===== src/rtl/irw_pkg.sv =====
package irw_pkg;

  localparam int unsigned RIRR_BIT  = 14;
  localparam int unsigned MASK_BIT  = 16;
  localparam logic [63:0] ENTRY_RST = 64'h1 << MASK_BIT;

  localparam logic [7:0] OFF_SELECT = 8'h00;
  localparam logic [7:0] OFF_WINDOW = 8'h10;

  localparam logic [31:0] SEL_ID     = 32'h0;
  localparam logic [31:0] SEL_VER    = 32'h1;
  localparam logic [31:0] SEL_ARB    = 32'h2;
  localparam logic [31:0] SEL_TABLE0 = 32'h10;

  typedef enum logic [1:0] {TGT_NONE, TGT_SEL, TGT_WIN} tgt_e;
  typedef enum logic [1:0] {WK_ID, WK_VER, WK_TBL, WK_ZERO} wkind_e;

  function automatic logic [31:0] version_word(input int npins, input logic [7:0] code);
    logic [7:0] top;
    top = 8'(npins - 1);
    return {8'h00, top, 8'h00, code};
  endfunction

  function automatic logic wr_len_ok(input logic [3:0] len);
    return (len == 4'd4) || (len == 4'd8);
  endfunction

  function automatic logic [31:0] trim_read(input logic [31:0] v, input logic [3:0] len);
    logic [31:0] r;
    case (len)
      4'd1:       r = {24'h0, v[7:0]};
      4'd2:       r = {16'h0, v[15:0]};
      4'd4, 4'd8: r = v;
      default:    r = 32'h0;
    endcase
    return r;
  endfunction

  function automatic logic [31:0] table_slot(input logic [31:0] sel);
    return (sel - SEL_TABLE0) >> 1;
  endfunction

endpackage


===== src/rtl/irw_decode.sv =====
module irw_decode
  import irw_pkg::*;
#(
  parameter int NPINS  = 24,
  parameter int ADDR_W = 32,
  localparam int IDX_W = $clog2(NPINS)
) (
  input  logic              clk,
  input  logic              rst_n,
  input  logic [ADDR_W-1:0] addr,
  input  logic              wr,
  input  logic [3:0]        len,
  input  logic [31:0]       sel,
  output tgt_e              tgt,
  output wkind_e            kind,
  output logic [IDX_W-1:0]  idx,
  output logic              hi_half,
  output logic              wr_sel,
  output logic              wr_id,
  output logic              wr_lo,
  output logic              wr_hi
);

  logic [7:0]  off;
  logic [31:0] slot;
  logic        tbl_sel;
  logic        in_rng;
  logic        wr_ok;
  logic        unused_addr;

  assign off         = addr[7:0];
  assign unused_addr = ^addr[ADDR_W-1:8];

  always_comb begin
    if (off == OFF_SELECT)      tgt = TGT_SEL;
    else if (off == OFF_WINDOW) tgt = TGT_WIN;
    else                        tgt = TGT_NONE;
  end

  assign slot    = table_slot(sel);
  assign tbl_sel = (sel >= SEL_TABLE0);
  assign in_rng  = tbl_sel && (slot < 32'(NPINS));
  assign idx     = slot[IDX_W-1:0];
  assign hi_half = sel[0];

  always_comb begin
    if (sel == SEL_ID || sel == SEL_ARB) kind = WK_ID;
    else if (sel == SEL_VER)             kind = WK_VER;
    else if (in_rng)                     kind = WK_TBL;
    else                                 kind = WK_ZERO;
  end

  assign wr_ok  = wr && wr_len_ok(len);
  assign wr_sel = wr_ok && (tgt == TGT_SEL);
  assign wr_id  = wr_ok && (tgt == TGT_WIN) && (sel == SEL_ID);
  assign wr_lo  = wr_ok && (tgt == TGT_WIN) && in_rng && !sel[0];
  assign wr_hi  = wr_ok && (tgt == TGT_WIN) && in_rng &&  sel[0];

  // a write of an unsupported length must not reach any register
  p_wr_len_r8: assert property (@(posedge clk) disable iff (!rst_n)
    (wr_sel || wr_id || wr_lo || wr_hi) |-> (len == 4'd4 || len == 4'd8));

  // table strobes only for entries that exist
  p_oob_drop_r6: assert property (@(posedge clk) disable iff (!rst_n)
    (wr_lo || wr_hi) |-> (32'(idx) < 32'(NPINS)));

  // write strobes are mutually exclusive
  p_one_target_r1: assert property (@(posedge clk) disable iff (!rst_n)
    $onehot0({wr_sel, wr_id, wr_lo, wr_hi}));

endmodule


===== src/rtl/irw_entry.sv =====
module irw_entry
  import irw_pkg::*;
(
  input  logic        clk,
  input  logic        rst_n,
  input  logic        wr_lo,
  input  logic        wr_hi,
  input  logic [31:0] wdata,
  input  logic        rirr_set,
  output logic [63:0] q
);

  logic [63:0] nxt;

  always_comb begin
    nxt = q;
    if (wr_hi) nxt[63:32] = wdata;
    if (wr_lo) begin
      nxt[31:0]     = wdata;
      nxt[RIRR_BIT] = 1'b0;
    end else if (rirr_set) begin
      nxt[RIRR_BIT] = 1'b1;
    end
  end

  always_ff @(posedge clk or negedge rst_n) begin
    if (!rst_n) q <= ENTRY_RST;
    else        q <= nxt;
  end

  // low-half write leaves remote IRR clear
  p_lo_clears_rirr_r5: assert property (@(posedge clk) disable iff (!rst_n)
    wr_lo |=> !q[RIRR_BIT]);

  // high-half write keeps everything in the low half except the status bit
  p_hi_keeps_lo_r5: assert property (@(posedge clk) disable iff (!rst_n)
    (wr_hi && !wr_lo) |=> ({q[31:RIRR_BIT+1], q[RIRR_BIT-1:0]} ==
                           $past({q[31:RIRR_BIT+1], q[RIRR_BIT-1:0]})));

  // set strobe takes effect unless a low write competes
  p_rirr_set_r10: assert property (@(posedge clk) disable iff (!rst_n)
    (rirr_set && !wr_lo) |=> q[RIRR_BIT]);

  // no write means the high half holds
  p_hold_hi_r11: assert property (@(posedge clk) disable iff (!rst_n)
    !wr_hi |=> $stable(q[63:32]));

endmodule


===== src/rtl/irw_readmux.sv =====
module irw_readmux
  import irw_pkg::*;
#(
  parameter int         NPINS   = 24,
  parameter logic [7:0] VERSION = 8'h11,
  localparam int IDX_W = $clog2(NPINS)
) (
  input  tgt_e                   tgt,
  input  wkind_e                 kind,
  input  logic [IDX_W-1:0]       idx,
  input  logic                   hi_half,
  input  logic [31:0]            sel,
  input  logic [3:0]             id,
  input  logic [3:0]             len,
  input  logic [NPINS*64-1:0]    tbl,
  output logic [31:0]            rdata
);

  logic [IDX_W-1:0] eff_idx;
  logic [IDX_W+5:0] bitpos;
  logic [31:0]      tbl_word;
  logic [31:0]      win_word;
  logic [31:0]      raw;

  assign eff_idx  = (kind == WK_TBL) ? idx : '0;
  assign bitpos   = {eff_idx, hi_half, 5'b0};
  assign tbl_word = tbl[bitpos +: 32];

  always_comb begin
    case (kind)
      WK_ID:   win_word = {4'h0, id, 24'h0};
      WK_VER:  win_word = version_word(NPINS, VERSION);
      WK_TBL:  win_word = tbl_word;
      default: win_word = 32'h0;
    endcase
  end

  always_comb begin
    case (tgt)
      TGT_SEL: raw = sel;
      TGT_WIN: raw = win_word;
      default: raw = 32'h0;
    endcase
  end

  assign rdata = trim_read(raw, len);

endmodule


===== src/rtl/irq_regwin.sv =====
module irq_regwin
  import irw_pkg::*;
#(
  parameter int         NPINS   = 24,
  parameter int         ADDR_W  = 32,
  parameter logic [7:0] VERSION = 8'h11,
  localparam int IDX_W = $clog2(NPINS)
) (
  input  logic                clk,
  input  logic                rst_n,
  input  logic [ADDR_W-1:0]   bus_addr,
  input  logic                bus_wr,
  input  logic [63:0]         bus_wdata,
  input  logic [3:0]          bus_len,
  output logic [31:0]         bus_rdata,
  input  logic [NPINS-1:0]    irq_pending,
  input  logic [NPINS-1:0]    rirr_set,
  output logic [NPINS*64-1:0] tbl_flat,
  output logic                wr_strobe,
  output logic [IDX_W-1:0]    wr_pin,
  output logic                svc_req
);

  logic [31:0]      sel_q;
  logic [3:0]       id_q;
  logic [31:0]      wd;
  logic             unused_wd_hi;

  tgt_e             dec_tgt;
  wkind_e           dec_kind;
  logic [IDX_W-1:0] dec_idx;
  logic             dec_hi;
  logic             dec_wr_sel;
  logic             dec_wr_id;
  logic             dec_wr_lo;
  logic             dec_wr_hi;
  logic             tbl_write;
  logic             pend_hit;

  assign wd           = bus_wdata[31:0];
  assign unused_wd_hi = ^bus_wdata[63:32];

  irw_decode #(.NPINS(NPINS), .ADDR_W(ADDR_W)) u_dec (
    .clk     (clk),
    .rst_n   (rst_n),
    .addr    (bus_addr),
    .wr      (bus_wr),
    .len     (bus_len),
    .sel     (sel_q),
    .tgt     (dec_tgt),
    .kind    (dec_kind),
    .idx     (dec_idx),
    .hi_half (dec_hi),
    .wr_sel  (dec_wr_sel),
    .wr_id   (dec_wr_id),
    .wr_lo   (dec_wr_lo),
    .wr_hi   (dec_wr_hi)
  );

  for (genvar g = 0; g < NPINS; g++) begin : g_ent
    logic        hit;
    logic [63:0] q;
    assign hit = (dec_idx == IDX_W'(g));
    irw_entry u_ent (
      .clk      (clk),
      .rst_n    (rst_n),
      .wr_lo    (dec_wr_lo && hit),
      .wr_hi    (dec_wr_hi && hit),
      .wdata    (wd),
      .rirr_set (rirr_set[g]),
      .q        (q)
    );
    assign tbl_flat[g*64 +: 64] = q;
  end

  irw_readmux #(.NPINS(NPINS), .VERSION(VERSION)) u_rd (
    .tgt     (dec_tgt),
    .kind    (dec_kind),
    .idx     (dec_idx),
    .hi_half (dec_hi),
    .sel     (sel_q),
    .id      (id_q),
    .len     (bus_len),
    .tbl     (tbl_flat),
    .rdata   (bus_rdata)
  );

  assign tbl_write = dec_wr_lo || dec_wr_hi;
  assign pend_hit  = irq_pending[dec_idx];

  always_ff @(posedge clk or negedge rst_n) begin
    if (!rst_n) begin
      sel_q     <= '0;
      id_q      <= '0;
      wr_strobe <= 1'b0;
      wr_pin    <= '0;
      svc_req   <= 1'b0;
    end else begin
      if (dec_wr_sel) sel_q <= wd;
      if (dec_wr_id)  id_q  <= wd[27:24];
      wr_strobe <= tbl_write;
      if (tbl_write) wr_pin <= dec_idx;
      svc_req   <= tbl_write && pend_hit;
    end
  end

  // a service request only accompanies a write strobe
  p_svc_with_strobe_r7: assert property (@(posedge clk) disable iff (!rst_n)
    svc_req |-> wr_strobe);

  // a strobe traces back to a bus write of a legal length
  p_strobe_from_bus_r7: assert property (@(posedge clk) disable iff (!rst_n)
    wr_strobe |-> $past(bus_wr && (bus_len == 4'd4 || bus_len == 4'd8)));

  // the ID changes only through its own window write
  p_id_hold_r3: assert property (@(posedge clk) disable iff (!rst_n)
    !dec_wr_id |=> $stable(id_q));

  // the select register changes only through offset 0x00
  p_sel_hold_r1: assert property (@(posedge clk) disable iff (!rst_n)
    !dec_wr_sel |=> $stable(sel_q));

endmodule


===== config.mk =====
export PLATFORM = sky130hd
export DESIGN_NAME = irq_regwin
export DESIGN_NICKNAME = d
export VERILOG_FILES = /design/src/rtl/irw_pkg.sv /design/src/rtl/irw_decode.sv /design/src/rtl/irw_entry.sv /design/src/rtl/irw_readmux.sv /design/src/rtl/irq_regwin.sv
export SDC_FILE = /design/constraint.sdc
export NUM_CORES = 2
export LEC_CHECK = 0
export CAP_MARGIN = 20
export CORE_AREA = 4 4 674 676
export DETAILED_ROUTE_END_ITERATION = 8
export DIE_AREA = 0 0 678 680
export DONT_BUFFER_PORTS = 1
export GPL_TIMING_DRIVEN = 0
export PLACE_DENSITY_LB_ADDON = 0.3
export SYNTH_ARGS = -nofsm -noshare
export SYNTH_HDL_FRONTEND = slang
export SYNTH_HIERARCHICAL = 1
export SYNTH_SLANG_ARGS = --single-unit

===== constraint.sdc =====
create_clock -name clk -period 5.1 [get_ports clk]
set_clock_uncertainty 0.2 [all_clocks]
set_input_delay 0.765 -clock clk [delete_from_list [all_inputs] [get_ports clk]]
set_output_delay 0.765 -clock clk [all_outputs]
set_load 0.02 [all_outputs]

==> impl_metrics.csv <==
group,metric,value,unit
grt,grt_max_degree,269,
clock_tree,numCtsBuffers,208,
synth,synthFlopType,"dfrtp_1",
worst_setup_path,crit_fanout,8,
clock_tree,cts_max_level,4,
routing,top_layer_used,"met5",
final_layout,multi_input_area,0.0398,mm2
worst_setup_path,cp-end-kind,"primary output",
routing,ant_nets,0,
worst_setup_path,arrival,6.29,ns
worst_setup_path,cp.required,4.14,ns
synth,yosysUniqueCellTypes,88,
die,rows,246,
pwr,p_total,29.7,mW
final_layout,regArea,0.0395,mm2
die,start_util,18.1,%
timing,tightest_slew,1.35,ns
synth,synth_fp_nets,5505,
synth,yosysTopAreaCell,"dfrtp_1",
timing,rsz0062_at_grt,"yes",
routing,drt-pass1-iter-count,6,
routing,met1_length,257000,um
placed_design,io_buffers,0,
worst_hold_path,hold_path_class,"input pin to flip-flop",
worst_hold_path,holdCritStartpoint,"bus_wdata[20]",
status,violations,"negative setup slack",
timing,hold_viol,0,
routing,drc,0,
timing,relSlewSlack,9.96,%
placed_design,gp_congestion,0.983,
routing,vias,58300,
timing,layout_setup_ws,-2.15,ns
timing,max_freq,138,MHz
timing,whs,0.0925,ns
synth,synthTopCellsByArea,"dfrtp_1, mux2_4, mux4_2",
final_layout,area_delta_synth_final,28.1,%
grt,antenna_found_initial,92,
routing,routedWlPerCell,57.0,um
die,die_w,678,um
status,status,"finished with violations",
synth,synth_area,0.0812,mm2
pwr,ir_drop,0.271,mV
timing,tns,-59.00,ns
clock_tree,clkTransAtPathRegs,0.06,ns
clock_tree,cts_root_buffer,"clkbuf_16",
grt,grt_pass1_vias,56900,
die,die_area,0.461,mm2
synth,synth_top_area_share,47.9,%
pwr,p_per_area,285,mW/mm2
synth,synth_area_per_cell,15.2,um2
synth,synthCells,5351,
grt,grt_first_pass_wirelength,824000,um
worst_hold_path,min_to,"g_ent[11].u_ent/q[52]",
synth,synth-seq-cells,1579,
timing,fin_crit_sh,142,%
final_layout,n_fill_cell,46900,
clock_tree,clock_latency,0.98,ns
grt,overflow,0,
synth,synth_edf_count,0,
routing,dr_wl_met3,65500,um
synth,synth.top_cells.by_count,"dfrtp_1, mux2_4, nand2_1, a21oi_1, mux2_2",
die,core-area,0.448,mm2
clock_tree,cts_tree,"done",
synth,seq_area_frac_synth,48.7,%
worst_setup_path,rrSetupSlack,0.13,ns
final_layout,nNetsFinal,6008,
routing,initialDrtViolationCount,6581,
routing,drt-total-wl,686000,um
pwr,p_leak,43.8,nW
synth,yosysMostFrequentCell,"dfrtp_1",
worst_setup_path,worstSetupPathType,"flip-flop to primary output",
routing,dr_wl_met2,314000,um
worst_setup_path,critPathLaunchType,"flip-flop",
die,die_y,680,um
clock_tree,clockBufferDepth,4,
final_layout,drive_above_1_share,52.3,%
timing,min_period,7.25,ns
worst_setup_path,regToRegEndpoint,"g_ent[16].u_ent/q[45]",
clock_tree,clock_sinks,1579,
die,ios,1726,
synth,async_flop_share,100,%
worst_setup_path,r2r-start,"sel_q[13]",
run,maxCapViolCount,0,
grt,grt_util_all_layers,28.6,%
worst_setup_path,r2r_cells,14,
placed_design,dp_hpwl,541000,um
worst_hold_path,whs_path_depth,2,
routing,vias_per_cell,4.85,
timing,maxSlewViolCount,0,
timing,finalSetupViolCount,32,
synth,yosysWarningCount,6,
routing by layer:
| layer | global-route usage (%) | up-vias |
|---|---|---|
| met2 | 46.2 | 4050 |
| li1 | - | 21100 |
| met1 | 32.7 | 32000 |
| met4 | 16.1 | 12 |
| met5 | 0.0208 | - |
| met3 | 10.1 | 1102 |
worst max-delay path by stage:
stage / start / end / slack, ns / cells after the start
floorplan: sel_q[4] / bus_rdata[4] / 0.29 / 17
global placement: sel_q[16] / bus_rdata[3] / -6.44 / 14
detailed placement: sel_q[16] / bus_rdata[22] / -4.43 / 14
CTS: sel_q[12] / bus_rdata[3] / -2.11 / 19
global route: sel_q[13] / bus_rdata[20] / -2.12 / 18
finish: sel_q[13] / bus_rdata[3] / -2.15 / 19
report_power, final:
part / switching [mW] / leakage [nW] / internal, mW
Combinational: 1.22 / 18.5 / 0.316
Sequential: 0.00537 / 21.9 / 12.5
Clock: 6.66 / 3.45 / 8.95
Total: 7.89 / 43.8 / 21.8
stage by stage:
stage                     utilization, %  cell area (um2)  setup WS [ns]  std cells
final                               23.2           104000          -2.15      12000
after global routing                23.2           104000          -2.12      12000
after CTS                           22.9           103000          -2.11      11900
after detailed placement            20.1            90200          -4.43      11400
after global placement              19.8            88700          -6.44      11300
after floorplan                        -            81200          0.289       5351
state kept, by name, indices dropped and copies added (netlist names):
register / count
g_ent.u_ent/q: 1536
sel_q: 32
wr_pin: 5
id_q: 4
svc_req: 1
wr_strobe: 1
critical path, stage by stage (launching register included):
cell and delay (ns):
dfrtp_1 0.40, nor4_4 0.35, buf_12 0.19, nand2_4 0.04, or4_4 0.56, nor4b_4 0.28, nand4_1 0.21, o22a_4 0.33
and3b_2 0.32, buf_12 0.16, buf_16 0.15, buf_12 0.11, buf_16 0.16, buf_12 0.16, mux2i_4 0.08, o2bb2ai_4 0.23
a2bb2oi_4 0.47, o211ai_1 0.47, o21ai_2 0.31, buf_6 0.21
logic make-up after synthesis:
| family | synth area share, % |
|---|---|
| AO/OA/AOI/OAI | 6.83 |
| multiplexers | 34.9 |
| AND/OR/NAND/NOR | 3.69 |
| buffers and inverters | 5.80 |
| flip-flops | 48.7 |
| XOR/XNOR | 0.0863 |
| adder cells (fa/ha/maj) | 0.0462 |
timing repair:
action,4_1_cts,5_1_grt
pin swaps,98,105
setup buffers,94,50
cloned,5,1
hold endpoints to repair,2122,0
hold buffers,58,0
endpoints found under the setup margin,1312,233
resized for setup,655,197
final cells by class:
class | instances | share of cell area, %
multi-input combinational | 3309 | 38.2
sequential | 1579 | 38.0
clock inverter | 75 | 0.954
inverter | 21 | 0.0757
clock buffer | 304 | 5.86
antenna | 46 | 0.111
timing repair buffer | 299 | 4.33
buffer | 436 | 5.29
tap | 5952 | 7.15
layout by cell type, fill, tap and decap left out, types with 27 or more instances in the layout:
| cell type | n |
|---|---|
| clkinv_2 | 28 |
| mux2i_1 | 82 |
| diode_2 | 46 |
| buf_16 | 82 |
| buf_8 | 44 |
| clkbuf_1 | 104 |
| o22ai_1 | 40 |
| buf_4 | 126 |
| o21ai_0 | 53 |
| clkbuf_16 | 211 |
| a21oi_1 | 163 |
| mux2_4 | 1426 |
| o2bb2ai_1 | 33 |
| buf_6 | 106 |
| nand2b_1 | 49 |
| nand2_1 | 259 |
| a21oi_2 | 46 |
| nor2_1 | 94 |
| mux2i_4 | 27 |
| a221o_1 | 40 |
| dfrtp_1 | 1550 |
| buf_2 | 48 |
| buf_12 | 192 |
| mux2_2 | 163 |
| mux4_2 | 170 |
| clkbuf_8 | 59 |
| a221oi_1 | 28 |
(Power assumes the default switching activity.)
